--- src/rtl/vmem_seq_pkg.sv ---
package vmem_seq_pkg;
  typedef enum logic [1:0] {
    MODE_UNIT      = 2'b00,
    MODE_IDX_UNORD = 2'b01,
    MODE_STRIDED   = 2'b10,
    MODE_IDX_ORD   = 2'b11
  } addr_mode_e;

  typedef enum logic [1:0] {
    ST_IDLE  = 2'd0,
    ST_RUN   = 2'd1,
    ST_FAULT = 2'd2
  } seq_state_e;

  typedef struct packed {
    addr_mode_e mode;
    logic       store;
    logic       idem;
    logic       stride_x0;
    logic [1:0] ew;
  } cmd_ctl_t;
endpackage

--- src/rtl/vmem_seq_ctrl.sv ---
module vmem_seq_ctrl
  import vmem_seq_pkg::*;
#(
  parameter int unsigned IW = 5
) (
  input  logic          clk_i,
  input  logic          rst_ni,
  input  logic          cmd_valid_i,
  output logic          cmd_ready_o,
  input  cmd_ctl_t      cmd_ctl_i,
  input  logic [IW-1:0] cmd_vl_i,
  input  logic [IW-1:0] cmd_start_i,
  output cmd_ctl_t      ctl_o,
  output logic          req_valid_o,
  input  logic          req_ready_i,
  output logic [IW-1:0] elem_o,
  output logic          repl_o,
  input  logic          fault_i,
  output logic          fault_o,
  output logic [IW-1:0] fault_elem_o,
  input  logic          fault_ack_i,
  output logic          done_o
);
  seq_state_e    state_q;
  cmd_ctl_t      ctl_q;
  logic [IW-1:0] cur_q, vl_q, start_q, fault_elem_q;
  logic          asc_q, coll_q, done_q;

  logic accept, empty, coll_w, asc_w, last, hs;

  assign accept = (state_q == ST_IDLE) && cmd_valid_i;
  assign empty  = cmd_start_i >= cmd_vl_i;
  assign coll_w = !cmd_ctl_i.store && (cmd_ctl_i.mode == MODE_STRIDED) && cmd_ctl_i.stride_x0;
  // ascending when ordering is required or when stores must not run past a fault
  assign asc_w  = (cmd_ctl_i.mode == MODE_IDX_ORD) || (cmd_ctl_i.store && !cmd_ctl_i.idem) || coll_w;
  assign last   = coll_q || (asc_q ? (cur_q == vl_q - 1'b1) : (cur_q == start_q));
  assign hs     = req_valid_o && req_ready_i;

  always_ff @(posedge clk_i or negedge rst_ni) begin
    if (!rst_ni) begin
      state_q      <= ST_IDLE;
      ctl_q        <= '0;
      cur_q        <= '0;
      vl_q         <= '0;
      start_q      <= '0;
      fault_elem_q <= '0;
      asc_q        <= 1'b0;
      coll_q       <= 1'b0;
      done_q       <= 1'b0;
    end else begin
      done_q <= 1'b0;
      unique case (state_q)
        ST_IDLE: if (accept) begin
          ctl_q   <= cmd_ctl_i;
          vl_q    <= cmd_vl_i;
          start_q <= cmd_start_i;
          asc_q   <= asc_w;
          coll_q  <= coll_w;
          if (empty) begin
            done_q <= 1'b1;
          end else begin
            state_q <= ST_RUN;
            cur_q   <= asc_w ? cmd_start_i : cmd_vl_i - 1'b1;
          end
        end
        ST_RUN: if (hs) begin
          if (fault_i) begin
            state_q      <= ST_FAULT;
            fault_elem_q <= cur_q;
          end else if (last) begin
            state_q <= ST_IDLE;
            done_q  <= 1'b1;
          end else begin
            cur_q <= asc_q ? cur_q + 1'b1 : cur_q - 1'b1;
          end
        end
        ST_FAULT: if (fault_ack_i) state_q <= ST_IDLE;
        default: state_q <= ST_IDLE;
      endcase
    end
  end

  assign cmd_ready_o  = state_q == ST_IDLE;
  assign req_valid_o  = state_q == ST_RUN;
  assign elem_o       = cur_q;
  assign repl_o       = coll_q;
  assign ctl_o        = ctl_q;
  assign fault_o      = state_q == ST_FAULT;
  assign fault_elem_o = fault_elem_q;
  assign done_o       = done_q;

  assert_hold_elem_R11: assert property (@(posedge clk_i) disable iff (!rst_ni)
    req_valid_o && !req_ready_i |=> req_valid_o && $stable(elem_o));
  assert_ord_ascending_R3: assert property (@(posedge clk_i) disable iff (!rst_ni)
    hs && !fault_i && !last && ctl_q.mode == MODE_IDX_ORD |=> elem_o == $past(elem_o) + 1'b1);
  assert_unord_descending_R4: assert property (@(posedge clk_i) disable iff (!rst_ni)
    hs && !fault_i && !last && ctl_q.mode != MODE_IDX_ORD && !(ctl_q.store && !ctl_q.idem)
    |=> elem_o == $past(elem_o) - 1'b1);
  assert_stop_after_fault_R12: assert property (@(posedge clk_i) disable iff (!rst_ni)
    hs && fault_i |=> !req_valid_o && fault_o);
  assert_repl_only_x0_load_R6: assert property (@(posedge clk_i) disable iff (!rst_ni)
    req_valid_o && repl_o |-> ctl_q.mode == MODE_STRIDED && !ctl_q.store && ctl_q.stride_x0);
  assert_elem_in_range_R9: assert property (@(posedge clk_i) disable iff (!rst_ni)
    req_valid_o |-> elem_o >= start_q && elem_o < vl_q);
  assert_no_done_in_fault_R12: assert property (@(posedge clk_i) disable iff (!rst_ni)
    fault_o |-> !done_o && !req_valid_o);
endmodule

--- src/rtl/vmem_addr_calc.sv ---
module vmem_addr_calc
  import vmem_seq_pkg::*;
#(
  parameter int unsigned AW    = 32,
  parameter int unsigned XW    = 32,
  parameter int unsigned MAXVL = 16,
  parameter int unsigned IW    = 5
) (
  input  addr_mode_e          mode_i,
  input  logic [1:0]          ew_i,
  input  logic                stride_x0_i,
  input  logic [AW-1:0]       base_i,
  input  logic [AW-1:0]       stride_i,
  input  logic [MAXVL*XW-1:0] idx_vec_i,
  input  logic [IW-1:0]       elem_i,
  output logic [AW-1:0]       addr_o
);
  localparam int unsigned SW = (MAXVL > 1) ? $clog2(MAXVL) : 1;

  logic [XW-1:0] idx_arr [MAXVL];
  for (genvar g = 0; g < MAXVL; g++) begin : g_idx
    assign idx_arr[g] = idx_vec_i[g*XW +: XW];
  end

  logic [AW-1:0] elem_ext, stride_eff, idx_ext, offset;
  logic [XW-1:0] idx_sel;

  assign elem_ext   = AW'(elem_i);
  assign stride_eff = stride_x0_i ? '0 : stride_i;
  assign idx_sel    = idx_arr[elem_i[SW-1:0]];
  assign idx_ext    = AW'(idx_sel);

  always_comb begin
    unique case (mode_i)
      MODE_UNIT:    offset = elem_ext << ew_i;
      MODE_STRIDED: offset = elem_ext * stride_eff;
      default:      offset = idx_ext;
    endcase
  end

  assign addr_o = base_i + offset;
endmodule

--- src/rtl/vmem_addr_seq.sv ---
module vmem_addr_seq
  import vmem_seq_pkg::*;
#(
  parameter int unsigned AW    = 32,
  parameter int unsigned XW    = 32,
  parameter int unsigned MAXVL = 16,
  localparam int unsigned IW   = $clog2(MAXVL + 1)
) (
  input  logic                clk_i,
  input  logic                rst_ni,
  input  logic                cmd_valid_i,
  output logic                cmd_ready_o,
  input  logic [1:0]          cmd_mode_i,
  input  logic                cmd_store_i,
  input  logic [AW-1:0]       cmd_base_i,
  input  logic [AW-1:0]       cmd_stride_i,
  input  logic                cmd_stride_x0_i,
  input  logic [1:0]          cmd_ew_i,
  input  logic [IW-1:0]       cmd_vl_i,
  input  logic [IW-1:0]       cmd_start_i,
  input  logic [MAXVL*XW-1:0] cmd_idx_i,
  input  logic                cmd_idem_i,
  output logic                req_valid_o,
  input  logic                req_ready_i,
  output logic [AW-1:0]       req_addr_o,
  output logic [IW-1:0]       req_elem_o,
  output logic                req_repl_o,
  output logic                req_store_o,
  input  logic                fault_i,
  output logic                fault_o,
  output logic [IW-1:0]       fault_elem_o,
  input  logic                fault_ack_i,
  output logic                done_o
);
  cmd_ctl_t            cmd_ctl, ctl;
  logic [AW-1:0]       base_q, stride_q;
  logic [MAXVL*XW-1:0] idx_q;
  logic                accept;

  assign cmd_ctl = '{mode: addr_mode_e'(cmd_mode_i), store: cmd_store_i,
                     idem: cmd_idem_i, stride_x0: cmd_stride_x0_i, ew: cmd_ew_i};
  assign accept  = cmd_valid_i && cmd_ready_o;

  always_ff @(posedge clk_i or negedge rst_ni) begin
    if (!rst_ni) begin
      base_q   <= '0;
      stride_q <= '0;
      idx_q    <= '0;
    end else if (accept) begin
      base_q   <= cmd_base_i;
      stride_q <= cmd_stride_i;
      idx_q    <= cmd_idx_i;
    end
  end

  vmem_seq_ctrl #(.IW(IW)) ctrl_i (
    .clk_i        (clk_i),
    .rst_ni       (rst_ni),
    .cmd_valid_i  (cmd_valid_i),
    .cmd_ready_o  (cmd_ready_o),
    .cmd_ctl_i    (cmd_ctl),
    .cmd_vl_i     (cmd_vl_i),
    .cmd_start_i  (cmd_start_i),
    .ctl_o        (ctl),
    .req_valid_o  (req_valid_o),
    .req_ready_i  (req_ready_i),
    .elem_o       (req_elem_o),
    .repl_o       (req_repl_o),
    .fault_i      (fault_i),
    .fault_o      (fault_o),
    .fault_elem_o (fault_elem_o),
    .fault_ack_i  (fault_ack_i),
    .done_o       (done_o)
  );

  vmem_addr_calc #(.AW(AW), .XW(XW), .MAXVL(MAXVL), .IW(IW)) addr_i (
    .mode_i      (ctl.mode),
    .ew_i        (ctl.ew),
    .stride_x0_i (ctl.stride_x0),
    .base_i      (base_q),
    .stride_i    (stride_q),
    .idx_vec_i   (idx_q),
    .elem_i      (req_elem_o),
    .addr_o      (req_addr_o)
  );

  assign req_store_o = ctl.store;

  assert_hold_addr_R11: assert property (@(posedge clk_i) disable iff (!rst_ni)
    req_valid_o && !req_ready_i |=> $stable(req_addr_o));
  assert_x0_single_base_R6: assert property (@(posedge clk_i) disable iff (!rst_ni)
    req_valid_o && req_repl_o |-> req_addr_o == base_q);
  assert_idle_exclusive_R1: assert property (@(posedge clk_i) disable iff (!rst_ni)
    !(cmd_ready_o && (req_valid_o || fault_o)));
endmodule

--- config.mk ---
export PLATFORM = sky130hd
export DESIGN_NAME = vmem_addr_seq
export DESIGN_NICKNAME = d
export VERILOG_FILES = /design/src/rtl/vmem_seq_pkg.sv /design/src/rtl/vmem_seq_ctrl.sv /design/src/rtl/vmem_addr_calc.sv /design/src/rtl/vmem_addr_seq.sv
export SDC_FILE = /design/constraint.sdc
export NUM_CORES = 1
export LEC_CHECK = 0
export ABC_AREA = 1
export BUFFER_PORTS_ARGS = -buffer_cell sky130_fd_sc_hd__clkbuf_2
export CORE_MARGIN = 10
export CORE_UTILIZATION = 55
export CTS_CLUSTER_SIZE = 25
export DETAILED_ROUTE_END_ITERATION = 8
export GPL_ROUTABILITY_DRIVEN = 1
export PLACE_DENSITY_LB_ADDON = 0.2
export SYNTH_ARGS = -nofsm -noshare
export SYNTH_HDL_FRONTEND = slang
export SYNTH_SLANG_ARGS = --single-unit
export TNS_END_PERCENT = 100
--- constraint.sdc ---
create_clock -name clk_i -period 11.1 [get_ports clk_i]
set_clock_uncertainty 0.15 [all_clocks]
set_input_delay 1.665 -clock clk_i [delete_from_list [all_inputs] [get_ports clk_i]]
set_output_delay 1.665 -clock clk_i [all_outputs]
set_load 0.05 [all_outputs]
==> PnR_summary.wiki, run 1 <==
{| class="wikitable"
! Metric !! Value
|-
| Result of the run || completed
|-
| Per-instance average area after synthesis || 7.38 um2
|-
| Cell Area, Placed || 0.0384 mm2
|-
| Top-area cell type share of the netlist area || 43.3%
|-
| Count of final hold-check violations || 0
|-
| Share of the clock period used by the worst path after layout || 85.9%
|-
| Proportion of layout cells with a drive suffix above 1 || 15.4%
|-
| Core Area || 0.0632 mm2
|-
| TritonCTS Buffers || 67
|-
| Routability-driven placement congestion ratio || 0.993
|-
| Post-route setup TNS || 0 ps
|-
| Crit path max fanout || 33
|-
| Delay of the slowest cell on the worst path || 800 ps
|-
| Final wirelength || 135,000 um
|-
| Detail Route Antenna Nets || 0
|-
| Power Dens Cells || 381 mW/mm2
|-
| Async SR Flop Fraction || 100%
|-
| Relative slew slack || 23.3%
|-
| Slew of the pin with the lowest slew margin || 1150 ps
|-
| Max H-tree Level || 3
|-
| Total power of the final layout || 15.5 mW
|-
| Number of ports placed on the die boundary || 647
|-
| EDFF count, synth || 0
|-
| Proportion of power drawn by the clock network || 15.3%
|-
| Max-cap check violation count || 0
|-
| Avg Vias per Cell || 5.62
|-
| Max stage delay cell, worst path || sky130_fd_sc_hd__inv_1
|-
| Routed via count || 34,400
|-
| Via count of the first global-routing pass || 33,400
|-
| Switching share of total power || 53.3%
|-
| Number of search-and-repair iterations in the first detailed-routing pass || 6
|-
| Post-Synthesis Cells || 4,755
|-
| Distinct cell type count after synthesis || 52
|-
| Crit path time final || 9530 ps
|-
| Yosys warning total || 0
|-
| Setup violations, final || 0
|-
| Antenna violations before repair || 11
|-
| Number of nets in the finished design || 5,991
|-
| Max Buffers Root-to-Sink || 3
|-
| Total number of cells along the worst setup path || 31
|-
| Crit end category || output port
|-
| RSZ-0062 raised after global routing || false
|-
| Worst Path Buf+Inv || 5
|-
| Number of input and output port buffers inserted || 646
|-
| Die outline area || 0.0744 mm2
|-
| Path type of the worst setup path || flop to output port
|-
| Number of sinks handled by clock tree synthesis || 607
|-
| Cell-internal power || 7.25 mW
|-
| Worst Path Arrival || 7710 ps
|-
| Proportion of synthesized chip area in sequential cells || 43.3%
|-
| Min Hold Slack || 318 ps
|-
| Wire length of the first global-routing pass || 202,000 um
|-
| CTS root buffer || sky130_fd_sc_hd__clkbuf_16
|-
| Path depth of the worst reg2reg path || 8
|-
| Horiz. Die Dim || 273 um
|-
| Post-synthesis to final-layout area growth || 16.0%
|-
| Syn Nets || 5,516
|-
| Top cells by count, synth || 2,393 x sky130_fd_sc_hd__nand2_1, 607 x sky130_fd_sc_hd__dfrtp_1, 282 x sky130_fd_sc_hd__a21oi_1
|-
| Clock latency on the worst-skew pair || 620 ps
|-
| Worst-case vdd ir drop || 452 uV
|-
| Post-CTS setup buffer count || 0
|-
| Clock transition at path regs || 60 ps
|-
| Overflow after GRT || 0
|-
| Post-Synthesis Cell Area || 0.0351 mm2
|-
| Initial core utilization || 55.6%
|-
| Most frequent cell after synthesis || sky130_fd_sc_hd__nand2_1
|-
| Global-route total usage across every layer || 35.4%
|-
| Detailed-placement wirelength estimate || 100,000 um
|-
| CTS tree || done
|-
| Fmax || 105 MHz
|-
| Endpoint of the worst-slack reg-to-reg timing path || idx_q[163]
|-
| Dominant synthesized flop cell || sky130_fd_sc_hd__dfrtp_1
|-
| Count of hold buffers inserted by post-cts repair || 0
|-
| Cell Count, Final, Fillers Out || 6,131
|-
| Number of instances resized during post-cts repair || 0
|-
| Number of storage elements in the synthesis netlist || 607
|-
| Worst flop-to-flop path startpoint || ctrl_i.state_q[1]
|-
| Proportion of power drawn by combinational gates || 58.8%
|-
| Cell mode on critical path || sky130_fd_sc_hd__nand2_1
|-
| Capture point of the worst path || req_addr_o[31]
|-
| Switching power summed over all nets || 8.26 mW
|-
| Post-route design area || 0.0407 mm2
|-
| Post-Place Worst Slack || 2290 ps
|-
| Startpoint kind of the worst setup timing path || flop
|-
| Kind of path behind the tightest hold check || flop to flop
|-
| Data required time at the worst endpoint || 9290 ps
|-
| Cell count of the worst hold path || 2
|-
| Startpoint of the most critical setup path || ctrl_i.ctl_o[2]
|-
| Post-DR wirelength/cell || 22.0 um
|-
| Largest net degree at the start of global routing || 205
|-
| Post-synth top area cell || sky130_fd_sc_hd__dfrtp_1
|-
| Worst reg2reg setup slack || 7230 ps
|-
| Fill cell instance count of the final layout || 5,771
|-
| Flop pwr share || 25.9%
|-
| Post-route DRC || 0
|-
| Die Height || 273 um
|-
| Core occupancy in the finished layout || 64.5%
|-
| Placed Instances || 6,007
|-
| Final max-slew violation count || 0
|-
| Number of rows created at floorplan || 92
|-
| Leakage || 22.5 nW
|-
| Main area contributors after synthesis || sky130_fd_sc_hd__dfrtp_1 43%, sky130_fd_sc_hd__nand2_1 26%, sky130_fd_sc_hd__fa_1 4.8%, sky130_fd_sc_hd__a21oi_1 4.0%, sky130_fd_sc_hd__ha_1 2.7%
|-
| Worst-case setup margin in the final layout || 1570 ps
|-
| Category of cells accounting for the largest share of critical-path delay || adder cells
|-
| DRC marker count from the first detailed-route iteration || 3,995
|}
-- cell type report --
type	count	area (um2)	share of cell area [%]
flip-flops and latches	607	15200	37.3
inverters	249	957	2.35
clock buffers	98	1970	4.85
multi-input cells	3630	17600	43.3
well taps	846	1060	2.60
repair buffers	675	3550	8.71
clock inverters	23	355	0.872
diodes	3	7.51	0.0184
-- kinds of logic after synthesis --
family	after synthesis	synth area share, %
buffers and inverters	518	6.51
and+or+nand+nor	2808	31.0
xor gates and xnor gates	33	0.823
AOI/OAI and AO/OA	627	10.9
DFF	607	43.3
adders and majority gates	162	7.59
-- worst register-to-register path, stage by stage (launching register included) --
cell and delay (ps):
sky130_fd_sc_hd__dfrtp_1 430, sky130_fd_sc_hd__nor2_4 180, sky130_fd_sc_hd__inv_2 70, sky130_fd_sc_hd__nor2_4 200, sky130_fd_sc_hd__buf_12 530, sky130_fd_sc_hd__buf_4 920, sky130_fd_sc_hd__buf_4 780, sky130_fd_sc_hd__nand2_1 380
sky130_fd_sc_hd__nand2_1 160
-- flip-flops by register name (all words and copies together), names as in the netlist --
name and cells:
ctrl_i.ctl_o 6, idx_q 512, base_q 32, ctrl_i.done_o 1, ctrl_i.elem_o 5, ctrl_i.asc_q 1, ctrl_i.start_q 5, ctrl_i.vl_q 5
ctrl_i.repl_o 1, ctrl_i.fault_elem_o 5, ctrl_i.state_q 2, stride_q 32
-- placed cells by master (no fill, tap or decap), types with 17 or more instances in the layout --
master / Yosys / final
sky130_fd_sc_hd__fa_1: 85 / 85
sky130_fd_sc_hd__clkbuf_16: 0 / 68
sky130_fd_sc_hd__clkbuf_2: 0 / 645
sky130_fd_sc_hd__a221oi_1: 33 / 33
sky130_fd_sc_hd__a221o_1: 21 / 21
sky130_fd_sc_hd__nand2_1: 2393 / 2393
sky130_fd_sc_hd__buf_4: 22 / 22
sky130_fd_sc_hd__a22o_1: 20 / 20
sky130_fd_sc_hd__nand4_1: 17 / 17
sky130_fd_sc_hd__nor2_1: 219 / 218
sky130_fd_sc_hd__a21oi_1: 282 / 282
sky130_fd_sc_hd__xor2_1: 19 / 19
sky130_fd_sc_hd__nand3_1: 136 / 136
sky130_fd_sc_hd__dfrtp_1: 607 / 603
sky130_fd_sc_hd__o211ai_1: 36 / 36
sky130_fd_sc_hd__a32o_1: 18 / 18
sky130_fd_sc_hd__ha_1: 77 / 77
sky130_fd_sc_hd__o21ai_0: 139 / 139
sky130_fd_sc_hd__inv_1: 244 / 243
-- metal layers --
layer  track usage [%]  up-vias  part of all wire [%]
met5                 0        -                 0.048
met4              17.8       10                   5.6
met3              7.19      315                   8.6
met2              55.4     1632                    46
met1              46.2    16500                    39
li1                  -    16000                     -
-- worst min path at each step --
stage	from	to	slack, ps
floorplan	idx_q[192]	idx_q[192]	290
global placement	idx_q[107]	idx_q[107]	300
detailed placement	idx_q[192]	idx_q[192]	300
CTS	idx_q[299]	idx_q[299]	320
global route	idx_q[501]	idx_q[501]	340
finish	idx_q[428]	idx_q[428]	320
-- power by group through the flow --
stage               clock network, mW  logic [mW]  registers (mW)
global route                     2.47        9.96            4.13
floorplan                           0        6.40            3.80
detailed placement                  0        8.99            4.00
global placement                    0        8.92            3.98
finish                           2.37        9.12            4.02
CTS                              2.38        9.03            3.99
No activity file was read; power rests on OpenSTA's default activity.
==> run 2, diff against run 1 <==
--- a/config.mk
+++ b/config.mk
@@ -6,11 +6,11 @@
 export NUM_CORES = 1
 export LEC_CHECK = 0
 export ABC_AREA = 1
-export BUFFER_PORTS_ARGS = -buffer_cell sky130_fd_sc_hd__clkbuf_2
 export CORE_MARGIN = 10
 export CORE_UTILIZATION = 55
 export CTS_CLUSTER_SIZE = 25
 export DETAILED_ROUTE_END_ITERATION = 8
+export DONT_BUFFER_PORTS = 1
 export GPL_ROUTABILITY_DRIVEN = 1
 export PLACE_DENSITY_LB_ADDON = 0.2
 export SYNTH_ARGS = -nofsm -noshare
==> run 2 against run 1 <==
The flow now finishes with violations (slew limit). Clock power increased by 3%. Flip-flop and latch count unchanged. Global-route usage decreased by 1.1 points. Non-clock buffer count decreased by 629. Register-to-register slack got worse by 510 ps. Die area unchanged. Sequential power about the same. Total power decreased by 0.72%. Maximum frequency decreased by 3.7%. Critical path depth decreased by 4. Sequential share of layout area increased by 3.0 points. Critical path type unchanged. Critical endpoint is now req_addr_o[22]. Largest cell class unchanged.
==> PnR_summary.wiki, run 2 (synthesis results as in run 1) <==
{| class="wikitable"
! Metric !! Value
|-
| Result of the run || finished with violations
|-
| Violations in the final reports || slew limit
|-
| Crit end category || output port
|-
| Largest net degree at the start of global routing || 608 (+200%)
|-
| Via count of the first global-routing pass || 31,100 (-7.1%)
|-
| Overflow after GRT || 0 (unchanged)
|-
| Proportion of layout cells with a drive suffix above 1 || 4.02% (-11 points)
|-
| Flop pwr share || 26.2% (+0.3 points)
|-
| Proportion of power drawn by the clock network || 15.9% (+0.6 points)
|-
| Routed via count || 32,200 (-6.6%)
|-
| Number of nets in the finished design || 5,364 (-10%)
|-
| Number of input and output port buffers inserted || 0 (-100%)
|-
| Largest register by flop count || idx_q
|-
| Count of final hold-check violations || 0 (unchanged)
|-
| Fmax || 101 MHz (-3.7%)
|-
| Initial core utilization || 55.6% (unchanged)
|-
| Post-DR wirelength/cell || 23.6 um (+7.5%)
|-
| Clock latency on the worst-skew pair || 640 ps (+20 ps)
|-
| Core Area || 0.0632 mm2 (unchanged)
|-
| Switching share of total power || 53.2% (-0.10 points)
|-
| Slew of the pin with the lowest slew margin || 2960 ps (+1810 ps)
|-
| Number of flip-flops under the largest register name || 512 (unchanged)
|-
| Number of sinks handled by clock tree synthesis || 607 (unchanged)
|-
| Number of instances resized during post-cts repair || 0 (unchanged)
|-
| Relative slew slack || -97.3% (-120 points)
|-
| Worst-case vdd ir drop || 271 uV (-40%)
|-
| Power Dens Cells || 409 mW/mm2 (+7.3%)
|-
| Crit path max fanout || 33 (unchanged)
|-
| RSZ-0062 raised after global routing || false
|-
| Most frequent standard cell in the layout excluding fill and tap cells || sky130_fd_sc_hd__nand2_1
|-
| Max Buffers Root-to-Sink || 3 (unchanged)
|-
| Final max-slew violation count || 421 (+421)
|-
| CTS tree || done
|-
| Clock transition at path regs || 60 ps (about the same)
|-
| Horiz. Die Dim || 273 um (unchanged)
|-
| TritonCTS Buffers || 69 (+3.0%)
|-
| Switching power summed over all nets || 8.19 mW (-0.90%)
|-
| Kind of path behind the tightest hold check || flop to flop
|-
| Global-route total usage across every layer || 34.3% (-1.1 points)
|-
| Worst Path Arrival || 8080 ps (+370 ps)
|-
| Data required time at the worst endpoint || 9290 ps (about the same)
|-
| Routability-driven placement congestion ratio || 0.998 (+0.52%)
|-
| Number of ports placed on the die boundary || 647 (unchanged)
|-
| Setup violations, final || 0 (unchanged)
|-
| Die outline area || 0.0744 mm2 (unchanged)
|-
| Cell-internal power || 7.21 mW (-0.50%)
|-
| Antenna violations before repair || 30 (+19)
|-
| Number of search-and-repair iterations in the first detailed-routing pass || 6 (unchanged)
|-
| Detailed-placement wirelength estimate || 96,700 um (-3.4%)
|-
| Post-CTS setup buffer count || 0 (unchanged)
|-
| Max H-tree Level || 3 (unchanged)
|-
| Max-cap check violation count || 0 (unchanged)
|-
| Startpoint kind of the worst setup timing path || flop
|-
| Post-synthesis to final-layout area growth || 7.34%
|-
| Detail Route Antenna Nets || 0 (unchanged)
|-
| Proportion of power drawn by combinational gates || 57.9% (-0.9 points)
|-
| CTS root buffer || sky130_fd_sc_hd__clkbuf_16
|-
| Count of hold buffers inserted by post-cts repair || 0 (unchanged)
|-
| Final wirelength || 131,000 um (-3.1%)
|-
| Post-route setup TNS || 0 ps (unchanged)
|-
| DRC marker count from the first detailed-route iteration || 3,932 (-1.6%)
|-
| Share of the clock period used by the worst path after layout || 89.1% (+3.3 points)
|-
| Core occupancy in the finished layout || 59.6% (-4.8 points)
|-
| Most used cells in the layout excluding fill and tap cells || 2,393 x sky130_fd_sc_hd__nand2_1, 603 x sky130_fd_sc_hd__dfrtp_1, 282 x sky130_fd_sc_hd__a21oi_1, 243 x sky130_fd_sc_hd__inv_1, 219 x sky130_fd_sc_hd__nor2_1
|-
| Post-route DRC || 0 (unchanged)
|-
| Top flop regs || idx_q x512, base_q x32, stride_q x32
|-
| Wire length of the first global-routing pass || 194,000 um (-3.9%)
|-
| Avg Vias per Cell || 5.82 (+3.7%)
|-
| Leakage || 19.9 nW (-12%)
|-
| Path type of the worst setup path || flop to output port
|-
| Crit path time final || 9890 ps (+364 ps)
|-
| Number of rows created at floorplan || 92 (unchanged)
|-
| Die Height || 273 um (unchanged)
|}
-- run 2: critical path, stage by stage (launching register included) --
cell	delay (ps)
sky130_fd_sc_hd__dfrtp_1	500
sky130_fd_sc_hd__inv_1	850
sky130_fd_sc_hd__nand2_1	280
sky130_fd_sc_hd__nor2_1	230
sky130_fd_sc_hd__fa_1	470
sky130_fd_sc_hd__fa_1	490
sky130_fd_sc_hd__inv_1	50
sky130_fd_sc_hd__fa_1	540
sky130_fd_sc_hd__inv_1	60
sky130_fd_sc_hd__ha_1	360
sky130_fd_sc_hd__a21oi_1	410
sky130_fd_sc_hd__nor2_1	80
sky130_fd_sc_hd__nor2_1	210
sky130_fd_sc_hd__nand2_1	130
sky130_fd_sc_hd__inv_1	60
sky130_fd_sc_hd__nand2_1	80
sky130_fd_sc_hd__a21oi_1	160
sky130_fd_sc_hd__nand2_1	60
sky130_fd_sc_hd__nand3_1	170
sky130_fd_sc_hd__nand2_1	140
sky130_fd_sc_hd__ha_1	420
sky130_fd_sc_hd__nand2_1	130
sky130_fd_sc_hd__nor2_1	120
sky130_fd_sc_hd__inv_1	50
sky130_fd_sc_hd__o21ai_0	300
sky130_fd_sc_hd__a21oi_1	70
sky130_fd_sc_hd__nand2_1	120
sky130_fd_sc_hd__xor2_1	870
-- run 2: cell type report --
| cell class | count | area [um2] |
|---|---|---|
| Inverter | 249 | 957 |
| Clock inverter | 24 | 414 |
| Clock buffer | 101 | 2020 |
| Multi-Input combinational cell | 3630 | 17600 |
| Tap cell | 846 | 1060 |
| Sequential cell | 607 | 15200 |
| Fill cell | 5824 | 25500 |
| Antenna cell | 23 | 57.6 |
| Timing Repair Buffer | 46 | 345 |
-- run 2: worst paths after layout --
check                                  start               end  slack [ps]  cells past startpoint
min                               idx_q[288]        idx_q[288]         320                      2
max reg2reg                ctrl_i.state_q[1]        idx_q[196]        6720                      8
min reg2reg                       idx_q[288]        idx_q[288]         320                      2
max in group asynchronous             rst_ni          idx_q[2]        7880                      0
min in group asynchronous             rst_ni  ctrl_i.elem_o[0]         590                      0
max                          ctrl_i.ctl_o[2]    req_addr_o[22]        1210                     27
-- run 2: stage by stage --
step           instances  hold slack [ps]  setup WS (ps)  area (um2)  power, mW
2_1_floorplan       4755              287           2990       35100       10.2
3_3_place_gp        5378              298           2020       35200       12.7
3_5_place_dp        5378              304           2010       35200       12.8
4_1_cts             5503              318           1290       37600       15.3
5_1_grt             5522              334            758       37700       16.5
6_report            5526              317           1210       37700       15.4
-- run 2: power by group through the flow --
| stage | Sequential [mW] | Clock [mW] | Combinational, mW |
|---|---|---|---|
| 2_1_floorplan | 3.80 | 0 | 6.40 |
| 3_3_place_gp | 4.01 | 0 | 8.72 |
| 3_5_place_dp | 4.02 | 0 | 8.79 |
| 4_1_cts | 4.01 | 2.46 | 8.84 |
| 5_1_grt | 4.15 | 2.55 | 9.76 |
| 6_report | 4.04 | 2.45 | 8.92 |
-- run 2: layer usage --
metal | GRT usage (%) | part of all wire, %
met1 | 43.8 | 39
met2 | 54.7 | 47
met3 | 8.22 | 9.2
met4 | 15.6 | 4.4
met5 | 0 | 0.060
